[config.mk]
export PLATFORM = sky130hd
export DESIGN_NAME = bm_fifo_chan
export DESIGN_NICKNAME = d
export VERILOG_FILES = /design/src/rtl/bm_fifo_chan.sv
export SDC_FILE = /design/constraint.sdc
export NUM_CORES = 1
export LEC_CHECK = 0
export BUFFER_PORTS_ARGS = -buffer_cell sky130_fd_sc_hd__buf_2
export CAP_MARGIN = 0
export CORE_MARGIN = 2
export CORE_UTILIZATION = 57
export DETAILED_ROUTE_END_ITERATION = 8
export PLACE_DENSITY = 0.81
export SLEW_MARGIN = 20
export SYNTH_ARGS = -nofsm -noshare
export SYNTH_HDL_FRONTEND = slang
export SYNTH_SLANG_ARGS = --single-unit
[constraint.sdc]
create_clock -name clk -period 6.82 [get_ports clk]
set_input_delay 1.705 -clock clk [delete_from_list [all_inputs] [get_ports clk]]
set_output_delay 1.705 -clock clk [all_outputs]
set_load 0.005 [all_outputs]
[src/rtl/bm_fifo_chan.sv]
module bm_fifo_chan #(
  parameter int DEPTH = 8,
  parameter int CW = 26,
  parameter int AW = 32,
  parameter bit TO_LOCAL = 1'b1
) (
  input  logic          clk,
  input  logic          rst_n,
  input  logic          run_en,
  input  logic [1:0]    endian_sel,
  input  logic          addr_ld,
  input  logic [AW-1:0] addr_ld_val,
  input  logic          cnt_ld,
  input  logic [CW-1:0] cnt_ld_val,
  output logic          host_req,
  input  logic          host_ack,
  output logic [AW-1:0] host_addr,
  input  logic [31:0]   host_wdata,
  output logic [31:0]   host_rdata,
  input  logic          loc_rd,
  input  logic          loc_wr,
  input  logic [31:0]   loc_wdata,
  output logic [31:0]   loc_rdata,
  output logic          fifo_empty,
  output logic          fifo_full,
  output logic [CW-1:0] xfer_left,
  input  logic          host_irq_en,
  input  logic          loc_irq_en,
  input  logic          host_irq_clr,
  input  logic          loc_irq_clr,
  output logic          host_irq,
  output logic          loc_irq
);
  localparam int PW = $clog2(DEPTH);

  logic [31:0]   mem [DEPTH];
  logic [PW-1:0] wp, rp;
  logic [PW:0]   fill;
  logic [AW-1:0] addr;
  logic [CW-1:0] cnt;
  logic          hflag, lflag;
  logic          push, pop, beat, tc;
  logic [31:0]   push_data;
  logic          unused_in;

  function automatic logic [31:0] xlate(input logic [31:0] d, input logic [1:0] m);
    case (m)
      2'b01:   xlate = {d[7:0], d[15:8], d[23:16], d[31:24]};
      2'b10:   xlate = {d[23:16], d[31:24], d[7:0], d[15:8]};
      2'b11:   xlate = {d[15:0], d[31:16]};
      default: xlate = d;
    endcase
  endfunction

  assign fifo_empty = (fill == '0);
  assign fifo_full  = (fill == (PW+1)'(DEPTH));
  assign host_req   = run_en && (cnt != '0) && (TO_LOCAL ? !fifo_full : !fifo_empty);
  assign beat       = host_req && host_ack;
  assign tc         = beat && !cnt_ld && (cnt <= CW'(4));

  generate
    if (TO_LOCAL) begin : g_h2l
      assign push      = beat;
      assign push_data = xlate(host_wdata, endian_sel);
      assign pop       = loc_rd && !fifo_empty;
      assign unused_in = ^{loc_wr, loc_wdata};
    end else begin : g_l2h
      assign push      = loc_wr && !fifo_full;
      assign push_data = loc_wdata;
      assign pop       = beat;
      assign unused_in = ^{loc_rd, host_wdata};
    end
  endgenerate

  assign loc_rdata  = mem[rp];
  assign host_rdata = xlate(mem[rp], endian_sel);
  assign host_addr  = addr;
  assign xfer_left  = cnt;
  assign host_irq   = hflag && host_irq_en;
  assign loc_irq    = lflag && loc_irq_en;

  always_ff @(posedge clk)
    if (push) mem[wp] <= push_data;

  always_ff @(posedge clk) begin
    if (!rst_n) begin
      wp <= '0;
      rp <= '0;
      fill <= '0;
    end else begin
      if (push) wp <= (wp == PW'(DEPTH-1)) ? '0 : wp + 1'b1;
      if (pop)  rp <= (rp == PW'(DEPTH-1)) ? '0 : rp + 1'b1;
      fill <= fill + (PW+1)'(push) - (PW+1)'(pop);
    end
  end

  always_ff @(posedge clk) begin
    if (!rst_n) begin
      addr <= '0;
      cnt <= '0;
      hflag <= 1'b0;
      lflag <= 1'b0;
    end else begin
      if (addr_ld)   addr <= {addr_ld_val[AW-1:2], 2'b00};
      else if (beat) addr <= addr + AW'(4);
      if (cnt_ld)    cnt <= cnt_ld_val;
      else if (beat) cnt <= (cnt <= CW'(4)) ? '0 : cnt - CW'(4);
      hflag <= tc || (hflag && !host_irq_clr);
      lflag <= tc || (lflag && !loc_irq_clr);
    end
  end

  assert_fill_bound_R2: assert property (@(posedge clk) disable iff (!rst_n)
    fill <= (PW+1)'(DEPTH));
  assert_no_overflow_R3: assert property (@(posedge clk) disable iff (!rst_n)
    (fifo_full && !pop) |=> fifo_full && $stable(wp));
  assert_addr_align_R4: assert property (@(posedge clk) disable iff (!rst_n)
    host_addr[1:0] == 2'b00);
  assert_addr_step_R4: assert property (@(posedge clk) disable iff (!rst_n)
    (beat && !addr_ld) |=> host_addr == $past(host_addr) + AW'(4));
  assert_cnt_step_R5: assert property (@(posedge clk) disable iff (!rst_n)
    (beat && !cnt_ld) |=> xfer_left < $past(xfer_left));
  assert_req_stop_R6: assert property (@(posedge clk) disable iff (!rst_n)
    (xfer_left == '0) |-> !host_req);
  assert_tc_zero_R8: assert property (@(posedge clk) disable iff (!rst_n)
    ($rose(hflag) || $rose(lflag)) |-> (xfer_left == '0));
  assert_load_wins_R9: assert property (@(posedge clk) disable iff (!rst_n)
    cnt_ld |=> (xfer_left == $past(cnt_ld_val)) && !$rose(hflag));
endmodule

==> flow_metrics.env <==
export IMPL_worst_r2r_setup_slack_ps=3180
export IMPL_wl_um=37400
export IMPL_grt_max_degree=65
export IMPL_path_cells="buf_4 -> mux4_2 -> mux2_2 -> mux2i_1 -> mux2i_1 -> buf_2"
export IMPL_clkTransAtPathRegs_ps=60
export IMPL_maxCapViolations=0
export IMPL_initial_core_util_pct=57.6
export IMPL_die_x_um=168
export IMPL_power_density_mw_per_mm2=300
export IMPL_gr_total_overflow=0
export IMPL_tightest_slew_ps=1130
export IMPL_path_delay_family="multiplexers"
export IMPL_cp_slowest_cell="dfxtp_2"
export IMPL_grt_pass1_vias=10400
export IMPL_synth_distinct_cells=69
export IMPL_multi_input_area_mm2=0.00600
export IMPL_holdBufCountCts=0
export IMPL_cp_buffers_inverters=2
export IMPL_max_clock_path_buffers=3
export IMPL_gp_congestion=0.909
export IMPL_critical_path_class="register to output pin"
export IMPL_max_slew_margin_pct=23.8
export IMPL_min_period_ps=5000
export IMPL_synth_top_area_share_pct=50.0
export IMPL_ys_seq_area_share_pct=59.2
export IMPL_setup_viol=0
export IMPL_final_cells=1617
export IMPL_finalHoldViolCount=0
export IMPL_rows=60
export IMPL_cp_start_kind="register"
export IMPL_yosys_top_cells_area="edfxtp_1, mux4_2, dfxtp_1, mux2i_1, mux2_2"
export IMPL_place_inst=1554
export IMPL_synth_edf_count=256
export IMPL_ys_flop_type="edfxtp_1"
export IMPL_numCtsBuffers=35
export IMPL_die_h_um=168
export IMPL_root_buffer="clkbuf_16"
export IMPL_synth_area_mm2=0.0154
export IMPL_io_buffers=225
export IMPL_vias=10600
export IMPL_drive_gt1_share_pct=35.0
export IMPL_finalSetupTns_ps=0
export IMPL_peakVddDrop_uv=219
export IMPL_yosysTopAreaCell="edfxtp_1"
export IMPL_final_core_util_pct=67.4
export IMPL_drtIter0Drc=865
export IMPL_antenna_found_initial=1
export IMPL_hp_start="lflag"
export IMPL_reg2reg_to="fill[3]"
export IMPL_cts_repair_resized=0
export IMPL_synth_warnings=0
export IMPL_ios=263
export IMPL_post_cts_buffers=0
export IMPL_antenna_cells=0
export IMPL_dp_hpwl_um=23000
export IMPL_ant_nets=0
export IMPL_whs_endpoint="lflag"
export IMPL_first_pass_iters=5
export IMPL_r2r_start="xfer_left[18]"
export IMPL_grt_total_usage_pct=26.3
export IMPL_avgRoutedWirePerCell_um=23.1
export IMPL_r2r_cells=11
export IMPL_via_per_inst=6.56
export IMPL_slowest_delay_ps=990
export IMPL_crit_arrival_ps=3300
export IMPL_synth_seq_cells=327
export IMPL_fin_crit_sh_pct=73.3
export IMPL_fmax_ghz=0.200
export IMPL_cts_sinks=327
export IMPL_area_delta_synth_final_pct=17.0
export IMPL_fillerInstances=1873
export IMPL_path_common_cell="mux2i_1"
export IMPL_nets=1401
export IMPL_coreArea_mm2=0.0267
export IMPL_drc_errors=0
export IMPL_cts_tree="yes"
export IMPL_crit_required_ps=5120
export IMPL_worst_path_max_fanout=40
export IMPL_synth_cells=1039
export IMPL_avgSynthCellArea_um2=14.8
export IMPL_status="complete, no violations"
export IMPL_ys_async_sr_fraction_pct=0
export IMPL_insertion_delay_ps=520
export IMPL_seqCellArea_mm2=0.00911
export IMPL_mostFrequentLayoutCells="edfxtp_1, buf_2, mux4_2"
export IMPL_rsz0062_at_grt="false"
export IMPL_final_common_cell="edfxtp_1"
export IMPL_hp_class="register to register"
export IMPL_htreeDepth=2
export IMPL_min_path_cells=2
export IMPL_slew_viol_final=0
export IMPL_grt_pass1_wl_um=57900
export IMPL_clock_skew_ps=16.3
export IMPL_endpoint_kind="output pin"
export IMPL_leakage_nw=6.39
export IMPL_dieArea_mm2=0.0283
==> how the worst max path moves through the flow <==
| stage | end | slack [ps] | depth (start not counted) |
|---|---|---|---|
| after floorplan | mem[1][0] | 430 | 5 |
| after global placement | host_rdata[15] | 2070 | 4 |
| after detailed placement | mem[1][17] | 1960 | 6 |
| after CTS | host_rdata[0] | 1760 | 6 |
| after global routing | host_rdata[0] | 1650 | 6 |
| final | host_rdata[0] | 1820 | 6 |
==> cells in the mapped netlist, types with 11 or more instances <==
library cell	number
nand4_1	13
mux4_2	96
nor4_1	14
inv_1	15
buf_2	13
edfxtp_1	256
o21ai_0	33
nor2_1	23
a31oi_1	14
nand2_1	59
mux2i_1	66
a21oi_1	36
dfxtp_1	71
clkbuf_1	46
mux2_2	32
nor3_1	23
or3_1	11
nand3_1	36
ha_1	14
==> per-stage QoR <==
stage	worst slack [ps]	area, um^2	hold slack [ps]	power (W)
detailed placement	1960	16800	470	0.00355
CTS	1760	18000	478	0.00543
finish	1820	18000	471	0.00541
floorplan	433	15400	441	0.00314
global placement	2070	16800	453	0.00351
global route	1650	18000	502	0.00563
==> layout make-up <==
type / instances / area share, %
clock buffers: 41 / 5.04
clock inverters: 22 / 1.30
inverters: 16 / 0.333
multi-input cells: 627 / 33.3
flip-flops and latches: 327 / 50.6
well taps: 341 / 2.37
repair buffers: 243 / 7.03
==> worst register-to-register path, stage by stage, from the launching register on <==
cell	delay [ps]
dfxtp_1	400
nor4_1	800
and4_1	480
a21oi_2	190
inv_2	490
ha_1	270
inv_1	70
ha_1	270
a21o_1	180
a21oi_1	170
xnor2_1	140
nor2_1	50
==> kinds of logic after synthesis <==
logic type	Yosys count	share of synthesized area [%]
AO/OA/AOI/OAI	154	6.75
XOR/XNOR	12	0.683
adder cells (fa/ha/maj)	15	1.27
buffers and inverters	86	2.31
flip-flops	327	59.2
multiplexers	194	20.7
other	1	0.0244
AND/OR/NAND/NOR	250	9.08
==> sequential cells by signal, summed over array words and instances (netlist names), named ones only <==
signal     count
lflag          1
host_addr     30
mem          256
fill           4
hflag          1
xfer_left     26
rp             3
wp             3
==> power by group <==
part	total, W	switching [W]	internal, W
registers	0.00236	0.000109	0.00225
logic	0.00117	0.000593	0.000573
clock network	0.00188	0.000766	0.00112
==> metal layers <==
metal	wire, um	vias to the layer above	global-route usage (%)
met5	0	-	0
met2	18500	597	43.2
met3	3600	76	5.71
met4	860	0	7.50
met1	14500	5273	35.7
li1	-	4657	-
(Power assumes the default switching activity.)
